$ cat src/rtl/msw_pkg.sv
package msw_pkg;

    typedef enum logic [1:0] {
        MODE_MUL  = 2'b00,
        MODE_ACC  = 2'b01,
        MODE_SUB  = 2'b10,
        MODE_RSVD = 2'b11
    } msw_mode_e;

endpackage

$ cat src/rtl/msw_index_check.sv
module msw_index_check
    import msw_pkg::*;
#(
    parameter int IDX_W = 4
) (
    input  msw_mode_e          mode,
    input  logic [IDX_W-1:0]   idx_d,
    input  logic [IDX_W-1:0]   idx_n,
    input  logic [IDX_W-1:0]   idx_m,
    input  logic [IDX_W-1:0]   idx_a,
    output logic               unpred
);
    localparam logic [IDX_W-1:0] RESERVED_IDX = {IDX_W{1'b1}};

    logic core_bad;
    logic acc_used;

    always_comb begin
        core_bad = (idx_d == RESERVED_IDX) || (idx_n == RESERVED_IDX) ||
                   (idx_m == RESERVED_IDX);
        unique case (mode)
            MODE_ACC, MODE_SUB: acc_used = 1'b1;
            default:            acc_used = 1'b0;
        endcase
        unpred = core_bad || (acc_used && (idx_a == RESERVED_IDX));
    end
endmodule

$ cat src/rtl/msw_product_stage.sv
module msw_product_stage
    import msw_pkg::*;
#(
    parameter int W         = 32,
    parameter bit SPLIT_MUL = 1'b1
) (
    input  logic              clk,
    input  logic              rst_n,
    input  logic              in_valid,
    input  logic [W-1:0]      opa,
    input  logic [W-1:0]      opb,
    output logic [2*W-1:0]    term_hi,
    output logic [2*W-1:0]    term_lo
);
    localparam int PW   = 2 * W;
    localparam int HALF = W / 2;
    localparam int UPW  = W - HALF;

    logic [PW-1:0] next_hi;
    logic [PW-1:0] next_lo;

    generate
        if (SPLIT_MUL) begin : g_split
            logic signed [UPW-1:0]  b_upper;
            logic signed [HALF:0]   b_lower;
            logic signed [PW-1:0]   pp_upper;
            logic signed [PW-1:0]   pp_lower;
            always_comb begin
                b_upper  = $signed(opb[W-1:HALF]);
                b_lower  = $signed({1'b0, opb[HALF-1:0]});
                pp_upper = $signed(opa) * b_upper;
                pp_lower = $signed(opa) * b_lower;
                next_hi  = pp_upper <<< HALF;
                next_lo  = pp_lower;
            end
        end else begin : g_whole
            logic signed [PW-1:0] full_prod;
            always_comb begin
                full_prod = $signed(opa) * $signed(opb);
                next_hi   = full_prod;
                next_lo   = '0;
            end
        end
    endgenerate

    always_ff @(posedge clk) begin
        if (!rst_n) begin
            term_hi <= '0;
            term_lo <= '0;
        end else if (in_valid) begin
            term_hi <= next_hi;
            term_lo <= next_lo;
        end
    end
endmodule

$ cat src/rtl/msw_combine_stage.sv
module msw_combine_stage
    import msw_pkg::*;
#(
    parameter int W = 32
) (
    input  logic              clk,
    input  logic              rst_n,
    input  logic              stg_valid,
    input  msw_mode_e         stg_mode,
    input  logic              stg_round,
    input  logic [W-1:0]      stg_acc,
    input  logic [2*W-1:0]    term_hi,
    input  logic [2*W-1:0]    term_lo,
    output logic [W-1:0]      word_out
);
    localparam int PW = 2 * W;

    logic [PW-1:0] product;
    logic [PW-1:0] aligned_acc;
    logic [PW-1:0] inter;
    logic [W-1:0]  upper;
    logic [W-1:0]  rounded;

    always_comb begin
        product     = term_hi + term_lo;
        aligned_acc = {stg_acc, {W{1'b0}}};
        unique case (stg_mode)
            MODE_ACC: inter = aligned_acc + product;
            MODE_SUB: inter = aligned_acc - product;
            default:  inter = product;
        endcase
        upper   = inter[PW-1:W];
        rounded = upper + {{(W-1){1'b0}}, stg_round & inter[W-1]};
    end

    always_ff @(posedge clk) begin
        if (!rst_n) begin
            word_out <= '0;
        end else if (stg_valid) begin
            word_out <= rounded;
        end
    end
endmodule

$ cat src/rtl/msw_round_mac.sv
module msw_round_mac
    import msw_pkg::*;
#(
    parameter int W         = 32,
    parameter int IDX_W     = 4,
    parameter bit SPLIT_MUL = 1'b1
) (
    input  logic              clk,
    input  logic              rst_n,
    input  logic              in_valid,
    input  logic [1:0]        op_mode,
    input  logic              round_en,
    input  logic [W-1:0]      opa,
    input  logic [W-1:0]      opb,
    input  logic [W-1:0]      acc,
    input  logic [IDX_W-1:0]  idx_d,
    input  logic [IDX_W-1:0]  idx_n,
    input  logic [IDX_W-1:0]  idx_m,
    input  logic [IDX_W-1:0]  idx_a,
    output logic              out_valid,
    output logic [W-1:0]      result,
    output logic              out_unpred
);
    msw_mode_e     in_mode;
    logic          in_unpred;

    logic          s1_valid;
    msw_mode_e     s1_mode;
    logic          s1_round;
    logic [W-1:0]  s1_acc;
    logic          s1_unpred;
    logic [2*W-1:0] s1_hi;
    logic [2*W-1:0] s1_lo;

    assign in_mode = msw_mode_e'(op_mode);

    msw_index_check #(.IDX_W(IDX_W)) u_idx (
        .mode   (in_mode),
        .idx_d  (idx_d),
        .idx_n  (idx_n),
        .idx_m  (idx_m),
        .idx_a  (idx_a),
        .unpred (in_unpred)
    );

    msw_product_stage #(.W(W), .SPLIT_MUL(SPLIT_MUL)) u_prod (
        .clk      (clk),
        .rst_n    (rst_n),
        .in_valid (in_valid),
        .opa      (opa),
        .opb      (opb),
        .term_hi  (s1_hi),
        .term_lo  (s1_lo)
    );

    always_ff @(posedge clk) begin
        if (!rst_n) begin
            s1_valid  <= 1'b0;
            s1_mode   <= MODE_MUL;
            s1_round  <= 1'b0;
            s1_acc    <= '0;
            s1_unpred <= 1'b0;
        end else begin
            s1_valid <= in_valid;
            if (in_valid) begin
                s1_mode   <= in_mode;
                s1_round  <= round_en;
                s1_acc    <= acc;
                s1_unpred <= in_unpred;
            end
        end
    end

    msw_combine_stage #(.W(W)) u_comb (
        .clk       (clk),
        .rst_n     (rst_n),
        .stg_valid (s1_valid),
        .stg_mode  (s1_mode),
        .stg_round (s1_round),
        .stg_acc   (s1_acc),
        .term_hi   (s1_hi),
        .term_lo   (s1_lo),
        .word_out  (result)
    );

    always_ff @(posedge clk) begin
        if (!rst_n) begin
            out_valid  <= 1'b0;
            out_unpred <= 1'b0;
        end else begin
            out_valid <= s1_valid;
            if (s1_valid) begin
                out_unpred <= s1_unpred;
            end
        end
    end
endmodule

$ cat config.mk
export PLATFORM = sky130hd
export DESIGN_NAME = msw_round_mac
export DESIGN_NICKNAME = d
export VERILOG_FILES = /design/src/rtl/msw_pkg.sv /design/src/rtl/msw_index_check.sv /design/src/rtl/msw_product_stage.sv /design/src/rtl/msw_combine_stage.sv /design/src/rtl/msw_round_mac.sv
export SDC_FILE = /design/constraint.sdc
export NUM_CORES = 2
export LEC_CHECK = 0
export BUFFER_PORTS_ARGS = -buffer_cell sky130_fd_sc_hd__buf_2
export CAP_MARGIN = 20
export CORE_MARGIN = 2
export CORE_UTILIZATION = 50
export DETAILED_ROUTE_END_ITERATION = 10
export PLACE_DENSITY = 0.75
export RECOVER_POWER = 50
export SLEW_MARGIN = 25
export SYNTH_ARGS = -nofsm -noshare
export SYNTH_HDL_FRONTEND = slang
export SYNTH_SLANG_ARGS = --single-unit
$ cat constraint.sdc
create_clock -name clk -period 10.65 [get_ports clk]
set_clock_uncertainty 0.05 [all_clocks]
set_input_delay 1.065 -clock clk [delete_from_list [all_inputs] [get_ports clk]]
set_output_delay 1.065 -clock clk [all_outputs]
set_load 0.01 [all_outputs]
==> results.toml <==
[status]
status = "finished, violations left"
violations = "capacitance limit, slew limit"

[floorplanning]
die_area_um2 = 102000
die_y_um = 319.4
die_w_um = 319.4
initial_utilization = 0.5053
row_count = 115
core_um2 = 98420
ioPinCount = 152

[synth]
yosysWarnings = 0
netlist_area_um2 = 49730
ys_async_sr_fraction = 0
syn_avg_cell_area_um2 = 8.344
synthDistinctLibCells = 98
yosysTopAreaCellShare = 0.3933
synth_fp_nets = 7403
syn_inst = 5960
yosysSeqAreaShare = 0.06763
synth_edf_count = 0
synth_area_leaders = "fa_1 39%, inv_1 9.1%, ha_1 8.8%"
synth_flop_cell = "dfxtp_1"
ys_ff_latch = 168
yosys.area.top_type = "fa_1"

[cts]
cts_root_buf = "clkbuf_16"
htreeDepth = 4
postCtsSetupBuffers = 0
path_clk_slew_ns = 0.08
ctsHoldBuffers = 0
cts_tree = "built"
clock_latency_ns = 0.51
numCtsBuffers = 17
clockBufferDepth = 2
ctsResizeCount = 0
cts.sinks = 168

[placed_design]
io_buffers = 151
placed_cells = 7122
place_hpwl_mm = 109.2
gp_congestion = 0.9516

[timing]
relSlewSlack = -0.8720
timing.hold.ws_ns = 0.4158
fin_tns_setup_ns = 0
period_share = 0.8652
setup_viol = 0
hold_viol = 0
final_max_slew_viol_count = 209
rsz0062_at_grt = "no"
period_needed_ns = 9.214
tightest_slew_ns = 2.808
fmax_ghz = 0.1085

[layout]
drive_above_1_share = 0.04040
final_cell_mix = "1,211 x inv_1, 977 x fa_1, 809 x nand2_1"
multi_input_area_um2 = 40640
final_cells = 7158
regArea_um2 = 3364
final_common_cell = "inv_1"
fin_nets = 7297
syn_to_final_growth_pct = 3.967
fillers = 9104
fin_util = 0.5254

[drt]
dr.pass1.iters = 6
wl_mm = 134.6
wl_per_cell_um = 18.80
drt_iter0_drc = 2796
drtAntennaViolNets = 0
viasPerCell = 5.599
num_vias = 40080
drc = 0

[setup_path]
required_ns = 11.01
slowest_stage = "clkbuf_1"
critPathLaunchType = "primary input"
crit_top_cell = "fa_1"
critPathArrivalTime_ns = 9.57
crit_path_end_kind = "flop"
cp_max_fo = 32
criticalPathCategory = "in2reg"
cpPeakStageDelay_ns = 1.20

[run]
drv_cap = 5

[grt]
grt_antenna_before_repair = 10
grt_pass1_vias = 41690
grt_pass1_wl_mm = 220.8
grt_max_degree = 63
overflow = 0
grt_usage = 0.2701

[hold_path]
min_path_type = "reg2reg"
-- worst max-delay path, delay by kind of cell --
family | cells | cell delay, ns
AOI/OAI and AO/OA | 8 | 1.87
xor gates and xnor gates | 1 | 0.14
adders and majority gates | 7 | 3.41
buffers and inverters | 4 | 1.35
muxes | 1 | 0.09
and+or+nand+nor | 5 | 1.59
-- stage by stage --
| stage | cell area, um2 | setup slack [ns] |
|---|---|---|
| floorplan | 49730 | 2.966 |
| global placement | 51180 | 1.812 |
| finish | 51710 | 1.436 |
| global route | 51700 | 0.8611 |
| detailed placement | 51180 | 1.762 |
| CTS | 51750 | 2.301 |
-- Yosys cell counts, types with 25 or more instances --
library cell and number:
a21o_1 92, nand2_1 809, nor2_1 321, ha_1 348, and2_1 338, a211oi_1 55
and3_1 33, fa_1 977, xnor2_1 118, clkbuf_1 290, o21ai_0 142, o21a_1 29
nand4_1 38, a21oi_1 239, dfxtp_1 168, inv_1 1212, xor2_1 41, o21bai_1 41
nor3_1 66, mux2i_1 101, nand3_1 70, nor4_1 25, nand2b_1 44
-- path summary, 6_finish.rpt --
kind	from	endpoint	slack, ns	depth (start not counted)
setup reg to reg	u_prod.term_hi[23]	u_comb.word_out[31]	2.38	19
hold reg to reg	u_prod.term_lo[30]	u_prod.term_lo[30]	0.42	2
setup / recovery	opb[5]	u_prod.term_lo[62]	1.44	26
hold / removal	u_prod.term_lo[30]	u_prod.term_lo[30]	0.42	2
-- metal layers --
metal	vias up	GRT usage	routed length, um
li1	18300	-	-
met1	19960	0.3560	56260
met2	1534	0.4514	63430
met3	266	0.04903	10810
met4	14	0.08522	3984
met5	-	0	85
-- sequential cells by signal, summed over array words and instances, names as in the netlist --
register,flops
s1_round,1
out_unpred,1
s1_unpred,1
out_valid,1
u_prod.term_hi,48
s1_valid,1
u_prod.term_lo,49
s1_acc,32
s1_mode,2
u_comb.word_out,32
-- kinds of logic after synthesis --
group | Yosys count | share of synthesized area
and+or+nand+nor | 1849 | 0.1756
buffers and inverters | 1524 | 0.1154
adders and majority gates | 1325 | 0.4808
AOI/OAI and AO/OA | 831 | 0.1114
DFF | 168 | 0.06763
xor gates and xnor gates | 159 | 0.02800
muxes | 104 | 0.02123
-- final cells by class --
cell class,instances,area share
diodes,4,0.0001936
clock buffers,17,0.008227
clock inverters,15,0.002710
inverters,1215,0.08823
multi-input cells,4268,0.7860
flip-flops and latches,168,0.06507
well taps,1287,0.03114
repair buffers,184,0.01846
Power is left out: the tool's default activity adds up to more than one toggle a clock period on the data nets, which glitch-free logic cannot reach.
